$ cat config.mk
export PLATFORM = sky130hd
export DESIGN_NAME = cbank_sr_prog
export DESIGN_NICKNAME = d
export VERILOG_FILES = /design/src/rtl/cbank_pkg.sv /design/src/rtl/cbank_chain.sv /design/src/rtl/cbank_ctrl.sv /design/src/rtl/cbank_cells.sv /design/src/rtl/cbank_sr_prog.sv
export SDC_FILE = /design/constraint.sdc
export NUM_CORES = 1
export LEC_CHECK = 0
export BUFFER_PORTS_ARGS = -buffer_cell sky130_fd_sc_hd__buf_2
export CAP_MARGIN = 20
export CORE_ASPECT_RATIO = 1.5
export CORE_MARGIN = 3
export CORE_UTILIZATION = 35
export DETAILED_ROUTE_END_ITERATION = 6
export HOLD_SLACK_MARGIN = 0.05
export PLACE_DENSITY_LB_ADDON = 0.2
export REMOVE_ABC_BUFFERS = 1
export SYNTH_ARGS = -nofsm -noshare
export SYNTH_HDL_FRONTEND = slang
export SYNTH_HIERARCHICAL = 1
export SYNTH_SLANG_ARGS = --single-unit
export TNS_END_PERCENT = 100
$ cat constraint.sdc
create_clock -name clk_i -period 1.45 [get_ports clk_i]
set_input_delay 0.2175 -clock clk_i [delete_from_list [all_inputs] [get_ports clk_i]]
set_output_delay 0.2175 -clock clk_i [all_outputs]
set_load 0.03 [all_outputs]
$ cat src/rtl/cbank_pkg.sv
package cbank_pkg;

  function automatic int ceil_div(input int a, input int b);
    return (a + b - 1) / b;
  endfunction

  function automatic int ceil_sqrt(input int n);
    int r;
    r = 0;
    for (int i = 0; i <= n; i++) begin
      if (i * i < n) r = i + 1;
    end
    return r;
  endfunction

  function automatic int bl_lines(input int nbits, input int fixed_wl);
    return (fixed_wl > 0) ? ceil_div(nbits, fixed_wl) : ceil_sqrt(nbits);
  endfunction

  function automatic int wl_lines(input int nbits, input int fixed_wl);
    return (fixed_wl > 0) ? fixed_wl : ceil_div(nbits, bl_lines(nbits, fixed_wl));
  endfunction

  function automatic int bank_len(input int lines, input int banks, input int b);
    return lines / banks + ((b < lines % banks) ? 1 : 0);
  endfunction

  function automatic int bank_base(input int lines, input int banks, input int b);
    return b * (lines / banks) + ((b < lines % banks) ? b : lines % banks);
  endfunction

  function automatic int load_len(input int bl_n, input int bl_b, input int wl_n, input int wl_b);
    int a;
    int c;
    a = ceil_div(bl_n, bl_b);
    c = ceil_div(wl_n, wl_b);
    return (a > c) ? a : c;
  endfunction

endpackage

$ cat src/rtl/cbank_chain.sv
module cbank_chain #(
  parameter int LINES = 4,
  parameter int BANKS = 1
) (
  input  logic             clk_i,
  input  logic             rst_ni,
  input  logic             shift_i,
  input  logic [BANKS-1:0] sdi_i,
  output logic [LINES-1:0] lines_o
);
  for (genvar b = 0; b < BANKS; b++) begin : g_bank
    localparam int LEN  = cbank_pkg::bank_len(LINES, BANKS, b);
    localparam int BASE = cbank_pkg::bank_base(LINES, BANKS, b);
    logic [LEN-1:0] sr_q;

    always_ff @(posedge clk_i or negedge rst_ni) begin
      if (!rst_ni)      sr_q <= '0;
      else if (shift_i) sr_q <= LEN'({sr_q, sdi_i[b]});
    end

    assign lines_o[BASE +: LEN] = sr_q;
  end
endmodule

$ cat src/rtl/cbank_ctrl.sv
module cbank_ctrl #(
  parameter int LOAD_LEN = 4
) (
  input  logic clk_i,
  input  logic rst_ni,
  input  logic shift_req_i,
  output logic shift_go_o,
  output logic write_o
);
  localparam int CW = $clog2(LOAD_LEN + 1);

  logic [CW-1:0] cnt_q;
  logic          wr_q;

  // shifting is blocked during the write pulse
  assign shift_go_o = shift_req_i && !wr_q;
  assign write_o    = wr_q;

  always_ff @(posedge clk_i or negedge rst_ni) begin
    if (!rst_ni) begin
      cnt_q <= '0;
      wr_q  <= 1'b0;
    end else begin
      wr_q <= 1'b0;
      if (shift_go_o) begin
        if (cnt_q == CW'(LOAD_LEN - 1)) begin
          cnt_q <= '0;
          wr_q  <= 1'b1;
        end else begin
          cnt_q <= cnt_q + 1'b1;
        end
      end
    end
  end
endmodule

$ cat src/rtl/cbank_cells.sv
module cbank_cells #(
  parameter int NUM_BITS = 14,
  parameter int BL_N     = 4,
  parameter int WL_N     = 4
) (
  input  logic                clk_i,
  input  logic                rst_ni,
  input  logic [BL_N-1:0]     bl_i,
  input  logic [WL_N-1:0]     wl_i,
  output logic [NUM_BITS-1:0] cfg_o,
  output logic [NUM_BITS-1:0] cfg_no
);
  for (genvar i = 0; i < NUM_BITS; i++) begin : g_cell
    localparam int ROW = i / BL_N;
    localparam int COL = i % BL_N;
    logic q;

    always_ff @(posedge clk_i or negedge rst_ni) begin
      if (!rst_ni)      q <= 1'b0;
      else if (wl_i[ROW]) q <= bl_i[COL];
    end

    assign cfg_o[i]  = q;
    assign cfg_no[i] = ~q;
  end
endmodule

$ cat src/rtl/cbank_sr_prog.sv
module cbank_sr_prog
  import cbank_pkg::*;
#(
  parameter  int NUM_BITS = 14,
  parameter  int FIXED_WL = 0,
  parameter  int BL_BANKS = 1,
  parameter  int WL_BANKS = 1,
  localparam int BL_N     = bl_lines(NUM_BITS, FIXED_WL),
  localparam int WL_N     = wl_lines(NUM_BITS, FIXED_WL)
) (
  input  logic                clk_i,
  input  logic                rst_ni,
  input  logic                shift_en_i,
  input  logic [BL_BANKS-1:0] bl_sdi_i,
  input  logic [WL_BANKS-1:0] wl_sdi_i,
  output logic [BL_N-1:0]     bl_o,
  output logic [WL_N-1:0]     wl_o,
  output logic                write_o,
  output logic [NUM_BITS-1:0] cfg_o,
  output logic [NUM_BITS-1:0] cfg_no
);
  localparam int LOAD_LEN = load_len(BL_N, BL_BANKS, WL_N, WL_BANKS);

  logic            shift_go;
  logic [WL_N-1:0] wl_raw;
  logic [WL_N-1:0] wl_pick;

  cbank_ctrl #(.LOAD_LEN(LOAD_LEN)) u_ctrl (
    .clk_i      (clk_i),
    .rst_ni     (rst_ni),
    .shift_req_i(shift_en_i),
    .shift_go_o (shift_go),
    .write_o    (write_o)
  );

  cbank_chain #(.LINES(BL_N), .BANKS(BL_BANKS)) u_bl_chain (
    .clk_i  (clk_i),
    .rst_ni (rst_ni),
    .shift_i(shift_go),
    .sdi_i  (bl_sdi_i),
    .lines_o(bl_o)
  );

  cbank_chain #(.LINES(WL_N), .BANKS(WL_BANKS)) u_wl_chain (
    .clk_i  (clk_i),
    .rst_ni (rst_ni),
    .shift_i(shift_go),
    .sdi_i  (wl_sdi_i),
    .lines_o(wl_raw)
  );

  // keep only the lowest set row, and gate every row outside the write pulse
  assign wl_pick = wl_raw & (~wl_raw + WL_N'(1));
  assign wl_o    = write_o ? wl_pick : '0;

  cbank_cells #(.NUM_BITS(NUM_BITS), .BL_N(BL_N), .WL_N(WL_N)) u_cells (
    .clk_i (clk_i),
    .rst_ni(rst_ni),
    .bl_i  (bl_o),
    .wl_i  (wl_o),
    .cfg_o (cfg_o),
    .cfg_no(cfg_no)
  );
endmodule

# ---- Yosys cells after proc, flatten, opt, wreduce, memory -nomap -nowiden
# Cells that the tools add are included.
dict set report totals {
  romBits 0
  latchBits 0
  ram_bits 0
  output_inout_bits 37
  memories 0
  register_bits 26
}
dict set report classes {
  magnitude_cmp 0
  mux 4
  n_bitwise 16
  n_mul 0
  n_eq_ne 1
  shifts 0
  n_reduce_logical 2
  n_addsub 2
  div_mod_pow 0
}
# op count
set ops {}
lappend ops {{NOT 1 bit} 14}
lappend ops {{adder 4 x 1 -> 4 bit, second input constant} 1}
lappend ops {{AND 4 bit} 1}
lappend ops {{2-to-1 mux 4 bit} 1}
lappend ops {{NOT 4 bit} 1}
lappend ops {{adder 3 x 1 -> 3 bit, second input constant} 1}
lappend ops {{== test 3 x 2 -> 1 bit, second input constant} 1}
lappend ops {{2-to-1 mux 3 bit} 1}
lappend ops {{2-to-1 mux 1 bit} 2}
lappend ops {{logical AND 1 bit} 1}
lappend ops {{zero test 1 bit} 1}

# ---- Longest topological paths before layout
# Gate-level depths: netlist of run 1.
dict set report depth {
  ltp_word 4
  depth_mapped 4
  mapped_depth_nobuf 4
}

# ---- Modules after synthesis
# Netlist of run 1, hierarchy kept.
# mod area_per_inst_um2 cells_per_inst n_inst
set by_module_without_submodules {}
lappend by_module_without_submodules {cbank_cells 665.6 56 1}
lappend by_module_without_submodules {cbank_chain 145.1 8 2}
lappend by_module_without_submodules {cbank_ctrl 173.9 13 1}
lappend by_module_without_submodules {cbank_sr_prog 60.1 6 1}

# ---- Least setup slack after synthesis of run 1
# Ideal clock, no wire load.
dict set report synth_path {
  path_type {register to register}
  start {register u_ctrl.wr_q, in the netlist u_ctrl/write_o}
  end {register u_cells.g_cell[8].q}
  t_arrival_ns 2.138
  period_less_slack_ns 2.266
  path_buffers 0
  stages_incl_launch_ff 4
  setup_slack_ns -0.816
  path_cell_list {dfrtp_1 > nand2b_4 > nor3b_1 > mux2_1}
}
dict set report synth_via {
  elab_chain_len 1
}
# element line_no
set synth_lines {}
lappend synth_lines {{start, declared} cbank_ctrl.sv:13} ;# logic wr_q;
lappend synth_lines {{start signal, assigned} cbank_ctrl.sv:22} ;# wr_q <= 1'b0;
lappend synth_lines {{start signal, assigned} cbank_ctrl.sv:24} ;# wr_q <= 1'b0;
lappend synth_lines {{start signal, assigned} cbank_ctrl.sv:28} ;# wr_q <= 1'b1;
lappend synth_lines {{2-to-1 mux 4 bit} cbank_sr_prog.sv:54} ;# assign wl_o = write_o ? wl_pick : '0;
lappend synth_lines {{net wl_o[2]} cbank_sr_prog.sv:17} ;# output logic [WL_N-1:0] wl_o,
lappend synth_lines {{end signal, assigned} cbank_cells.sv:20} ;# else if (wl_i[ROW]) q <= bl_i[COL];
lappend synth_lines {{end, declared} cbank_cells.sv:16} ;# logic q;
# The timed path passes the listed nets, and every way through them passes these cells.
# A chain may end at the register's enable or synchronous reset.

# ---- Final worst setup path of run 1
dict set report layout_path {
  start {register u_wl_chain.g_bank[0].sr_q[0], in the netlist u_wl_chain/lines_o[0]}
  end {output wl_o[3]}
}
dict set report layout_via {
  elab_chain_len 4
}
# element line_no
set layout_lines {}
lappend layout_lines {{start, declared} cbank_chain.sv:14} ;# logic [LEN-1:0] sr_q;
lappend layout_lines {{start signal, assigned} cbank_chain.sv:18} ;# else if (shift_i) sr_q <= LEN'({sr_q, sdi_i[b]});
lappend layout_lines {{NOT 4 bit} cbank_sr_prog.sv:53} ;# assign wl_pick = wl_raw & (~wl_raw + WL_N'(1));
lappend layout_lines {{adder 4 x 1 -> 4 bit} cbank_sr_prog.sv:53}
lappend layout_lines {{AND 4 bit} cbank_sr_prog.sv:53}
lappend layout_lines {{2-to-1 mux 4 bit} cbank_sr_prog.sv:54}
lappend layout_lines {{end, declared} cbank_sr_prog.sv:17}
# Every way passes these cells.

==> qor.yml, run 1 <==
power_and_ir_drop:
  ir_drop_mv: 1.11
  finalPower_w: 0.00359
  p_leak_nw: 0.784
  p_per_area_nw_per_um2: 2390
final_layout:
  stdcell_area_sq_um: 1500
  diodes: 0
  multi_input_area_sq_um: 387
  drive_gt1_share_pct: 52.3
  instances_no_fill: 170
  n_fill_cell: 303
  fin_nets: 137
  register_area_sq_um: 651
  synthToLayoutAreaGrowth_pct: 26.2
  utilization_pct: 46.6
sta:
  drv_slew: 0
  hold_viol_final: 0
  relSlewSlack_pct: 61.6
  finalWorstSetupSlack_ns: -0.0405
  finalSetupViolCount: 3
  skew_ns: 0.00219
  post-route-period-util_pct: 103
  fmax_mhz: 671
  tightest_slew_ns: 0.576
  grt_setup_unrepaired: "yes"
  period_needed_ns: 1.49
clock_tree:
  clk_latency_ns: 0.26
  cts_made_buffers: 3
  cts_tree: "built"
  clock_path_buffers: 2
  path_clk_slew_ns: 0.08
  cts-htree-levels: 1
  clockRootBuffer: "clkbuf_8"
  cts_sinks: 26
global_route:
  grt_pass1_vias: 669
  grt_max_degree: 27
  grtUsageMet3_pct: 2.30
  grt_usage_pct: 11.0
  grt.busiest_layer: "met2"
  antenna_found_initial: 0
  globalRouteMet1Util_pct: 13.0
  grt_overflow: 0
  met2_usage_pct: 18.1
  grt_pass1_wl_mm: 3.25
critical_path:
  crit_required_ns: 1.23
  slowest_delay_ns: 0.40
  crit_path_max_fanout: 4
  cp-end-kind: "output pin"
  start_kind: "register"
  critPathBufInv: 1
  worstPathArrival_ns: 1.27
  critPathTopFamily: "simple AND/OR/NAND/NOR gates"
  path_class: "register to output pin"
  crit_chain: "nand2b_4 -> nor4b_4 -> buf_6"
  slowest_stage: "dfrtp_1"
synthesis:
  yosysWarningCount: 6
  synth.distinct_cells: 17
  synth_top_area_share_pct: 54.7
  syn_area_per_cell_sq_um: 13.1
  netlist_area_sq_um: 1190
  synthCells: 91
  synth_area_leaders: "dfrtp_1, mux2_1, buf_4"
  synth_top_cell_by_area: "dfrtp_1"
  yosysSeqAreaShare_pct: 54.7
  synth_seq_cells: 26
placed_design:
  hpwl_mm: 1.51
  post_dp_cell_area_sq_um: 1380
  place_congestion: 0.708
  dp_cells: 161
  numPortBuffers: 41
die:
  io_pins: 42
  die_height_um: 77.4
  core-area_sq_um: 3220
  num_rows: 25
  dieArea_sq_um: 4150
  start_util_pct: 36.9
  die_w_um: 53.6
route:
  route.detailed.drc: 0
  wl_per_cell_um: 12.0
  antenna_left: 0
  routed_wl_mm: 2.05
  vias_per_cell: 4.35
  vias: 739
  drt-initial-drc-count: 5
  drtPass1Iterations: 2
min_path:
  holdCritPathClass: "input pin to register"
run_status:
  status: "finished with violations"
  violations: "setup timing"
run:
  maxCapViolations: 0
per-stage QoR:
| stage | hold WS (ns) | TNS (ns) | setup slack (ns) |
|---|---|---|---|
| finish | 0.185 | -0.0703 | -0.0405 |
| global route | 0.184 | -0.820 | -0.135 |
| CTS | 0.177 | -0.103 | -0.0455 |
| detailed placement | 0.248 | 0 | 0.0750 |
| global placement | 0.241 | 0 | 0.103 |
| floorplan | -0.0781 | -5.76 | -0.816 |
per-layer routing:
metal	share of wire, %	wire [um]
met5	0	0
met4	1.4	29
met3	5.5	113
met2	54	1110
met1	39	796
registers in the layout (all words and copies together) (netlist names):
signal,count
u_ctrl/write_o,1
u_bl_chain/lines_o,4
u_cells/g_cell.q,14
u_ctrl/cnt_q,3
u_wl_chain/lines_o,4
cell usage in the layout, fill, tap and decap left out, drive strengths merged:
cell type,count
and2,2
buf,48
clkbuf,4
dfrtp,26
dlygate4sd3,1
ha,1
inv,16
mux2,23
mux2i,1
nand2,1
nand2b,1
nor2,2
nor2b,1
nor3b,1
nor4b,1
o21ai,1
cells in the mapped netlist:
cell type and number:
and2_1 1, and2_2 1, buf_4 14, dfrtp_1 26, ha_1 1, inv_1 16
mux2_1 14, mux2_2 8, mux2_4 1, mux2i_1 1, nand2_1 1, nand2b_4 1
nor2_1 2, nor2b_4 1, nor3b_1 1, nor4b_4 1, o21ai_1 1
cell families after synthesis:
group | share of synthesized area [%]
flip-flops | 54.7
buffers and inverters | 13.9
multiplexers | 22.9
adder cells (fa/ha/maj) | 1.05
AO/OA/AOI/OAI | 0.420
AND/OR/NAND/NOR | 7.05
power breakdown:
group          internal [W]  switching, W  total, W
logic              0.000650       0.00120   0.00185
clock network      0.000242      0.000199  0.000441
registers           0.00103      0.000269   0.00130
total               0.00193       0.00167   0.00359
worst paths after layout:
kind | cells after the start | end | start | slack (ns)
min | 2 | u_bl_chain/lines_o[0] | bl_sdi_i | 0.18
max reg2reg | 5 | u_cells/g_cell[10].q | u_wl_chain/lines_o[0] | 0
min in group asynchronous | 2 | u_cells/g_cell[5].q | rst_ni | 0.48
max in group asynchronous | 2 | u_cells/g_cell[3].q | rst_ni | 0.59
min reg2reg | 1 | u_ctrl/write_o | u_ctrl/cnt_q[2] | 0.46
max | 3 | wl_o[3] | u_wl_chain/lines_o[0] | -0.04
timing repair:
action / 4_1_cts / 5_1_grt
hold endpoints to repair: 26 / 0
gates resized for setup: 7 / 2
hold buffers: 1 / 0
buffers inserted: 4 / 0
setup endpoints to repair: 4 / 10
pin swaps: 2 / 1
gates cloned: 0 / 0
final cells by class:
type,count,area share (%)
timing repair buffer,49,19.9
tap,40,3.33
clock buffer,4,3.67
multi-input combinational,35,25.8
inverter,16,4.00
sequential,26,43.3
Power figures use the tool's default switching activity.
==> inputs of run 2 (changes only) <==
--- a/config.mk
+++ b/config.mk
@@ -9,7 +9,7 @@
 export CAP_MARGIN = 20
 export CORE_ASPECT_RATIO = 1.5
 export CORE_MARGIN = 3
-export CORE_UTILIZATION = 35
+export CORE_UTILIZATION = 43
 export DETAILED_ROUTE_END_ITERATION = 6
 export HOLD_SLACK_MARGIN = 0.05
 export PLACE_DENSITY_LB_ADDON = 0.2
==> qor.yml, run 2 (same netlist as run 1, synthesis figures left out) <==
run_status:
  status: "finished with violations"  # unchanged
  violations: "setup timing"  # unchanged
critical_path:
  start_kind: "register"  # unchanged
  crit_path_max_fanout: 4  # unchanged
  worstPathArrival_ns: 1.34  # was 1.27 ns
  cp-end-kind: "output pin"  # unchanged
  path_class: "register to output pin"  # unchanged
  crit_required_ns: 1.23  # about the same
sta:
  fmax_mhz: 644  # was 671 MHz
  period_needed_ns: 1.55  # was 1.49 ns
  tightest_slew_ns: 0.557  # was 0.576 ns
  drv_slew: 0  # unchanged
  grt_setup_unrepaired: "yes"  # unchanged
  finalSetupViolCount: 3  # unchanged
  finalWorstSetupSlack_ns: -0.104  # was -0.0405 ns
  whs_ns: 0.137  # was 0.185 ns
  skew_ns: 0.0112  # was 0.00219 ns
  relSlewSlack_pct: 62.9  # was 61.6%
  setup_tns_ns: -0.288  # was -0.0703 ns
  hold_viol_final: 0  # unchanged
  post-route-period-util_pct: 107  # was 103%
power_and_ir_drop:
  p_leak_nw: 0.802  # was 0.784 nW
  p_sw_share_pct: 45.6  # was 46.4%
  internal-power_w: 0.00208  # was 0.00193 W
  power.share.clock_pct: 12.6  # was 12.3%
  power_frac_comb_pct: 52.7  # was 51.5%
  p_seq_share_pct: 34.7  # was 36.3%
  p_per_area_nw_per_um2: 2450  # was 2390 nW/um^2
  ir_drop_mv: 1.31  # was 1.11 mV
  p_switching_w: 0.00174  # was 0.00167 W
final_layout:
  layout.cells.most_common: "buf_2"  # unchanged
  synthToLayoutAreaGrowth_pct: 30.8  # was 26.2%
  fin_nets: 139  # was 137
  drive_gt1_share_pct: 61.4  # was 52.3%
  regMostFlops: "u_cells/g_cell.q"  # unchanged
  final_cell_mix: "buf_2, dfrtp_1, inv_1"  # unchanged
  n_fill_cell: 249  # was 303
  diodes: 0  # unchanged
  instances_no_fill: 168  # was 170
  largest_reg_flops: 14  # unchanged
  utilization_pct: 61.5  # was 46.6%
  stdcell_area_sq_um: 1560  # was 1500 sq um
placed_design:
  place_congestion: 0.679  # was 0.708
  hpwl_mm: 1.56  # was 1.51 mm
  numPortBuffers: 41  # unchanged
  dp_cells: 156  # was 161
  post_dp_cell_area_sq_um: 1350  # was 1380 sq um
route:
  drtPass1Iterations: 2  # unchanged
  drt-initial-drc-count: 13  # was 5
  route.detailed.drc: 0  # unchanged
  vias: 741  # was 739
  wl_per_cell_um: 13.4  # was 12.0 um
  vias_per_cell: 4.41  # was 4.35
  antenna_left: 0  # unchanged
  routed_wl_mm: 2.26  # was 2.05 mm
die:
  start_util_pct: 47.0  # was 36.9%
  core-area_sq_um: 2530  # was 3220 sq um
  die_height_um: 70.4  # was 77.4 um
  dieArea_sq_um: 3450  # was 4150 sq um
  die_w_um: 49.0  # was 53.6 um
  io_pins: 42  # unchanged
  num_rows: 22  # was 25
global_route:
  grt_usage_pct: 13.6  # was 11.0%
  grt_pass1_wl_mm: 3.55  # was 3.25 mm
  grt_overflow: 0  # unchanged
  grt_pass1_vias: 743  # was 669
  antenna_found_initial: 0  # unchanged
  grt_max_degree: 27  # unchanged
clock_tree:
  cts_made_buffers: 3  # unchanged
  cts_tree: "built"  # unchanged
  clk_latency_ns: 0.31  # was 0.26 ns
  clockRootBuffer: "clkbuf_4"  # was clkbuf_8
  cts-htree-levels: 1  # unchanged
  clock_path_buffers: 2  # unchanged
  cts_sinks: 26  # unchanged
  path_clk_slew_ns: 0.12  # was 0.08 ns
run:
  maxCapViolations: 0  # unchanged
min_path:
  holdCritPathClass: "input pin to register"  # unchanged
## run 2: cell count changes in the layout (fill, tap and decap cells not counted), sizes merged
cell	delta
buf	+2
clkbuf	-1
bufinv	+1
## run 2: worst paths after layout
path,start,to,slack [ns],depth (start not counted)
worst max-delay path,u_wl_chain/lines_o[0],wl_o[3],-0.10,3
worst min-delay path,bl_sdi_i,u_bl_chain/lines_o[0],0.14,2
worst max register to register,u_wl_chain/lines_o[0],u_cells/g_cell[8].q,0.05,5
worst min register to register,u_ctrl/cnt_q[2],u_ctrl/write_o,0.48,1
max in group asynchronous,rst_ni,u_wl_chain/lines_o[1],0.63,2
min in group asynchronous,rst_ni,u_cells/g_cell[6].q,0.41,2
## run 2: routing by layer
layer | vias up | routed length (um) | track usage, %
met5 | - | 0 | 0
met4 | 0 | 17 | 6.65
met3 | 2 | 85 | 1.49
met2 | 22 | 1290 | 25.3
met1 | 361 | 868 | 14.9
li1 | 356 | - | -
## run 2: repair_timing
item / in CTS / in global routing
hold endpoints to repair: 26 / 0
buffers inserted: 4 / 3
pin swaps: 1 / 1
hold buffers: 1 / 0
resized for setup: 7 / 16
setup endpoints to repair: 4 / 13
## run 2: stage by stage
stage | worst slack (ns) | power, W
5_1_grt | -0.190 | 0.00405
6_report | -0.104 | 0.00382
4_1_cts | -0.138 | 0.00369
3_3_place_gp | 0.106 | 0.00310
2_1_floorplan | -0.816 | 0.00258
3_5_place_dp | 0.0786 | 0.00317
## run 2: worst max-delay path: stages, from the launching register on
cell and delay, ns:
dfrtp_1 0.42, nand2b_4 0.17, nor4b_4 0.24, buf_4 0.21
## run 2: power groups by stage
stage	Clock [W]	Sequential [W]	Combinational [W]
2_1_floorplan	0	0.00174	0.000837
3_3_place_gp	0	0.00131	0.00179
3_5_place_dp	0	0.00134	0.00182
4_1_cts	0.000502	0.00132	0.00187
5_1_grt	0.000527	0.00139	0.00213
6_report	0.000481	0.00133	0.00201
## run 2: area by class of cell
cell class / instances / area [sq um] / share of cell area [%]
Timing Repair Buffer: 51 / 322 / 20.7
Clock inverter: 1 / 30.0 / 1.93
Inverter: 16 / 60.1 / 3.86
Sequential cell: 26 / 653 / 42.0
Multi-Input combinational cell: 35 / 424 / 27.3
Tap cell: 36 / 45.0 / 2.89
Clock buffer: 3 / 22.5 / 1.45
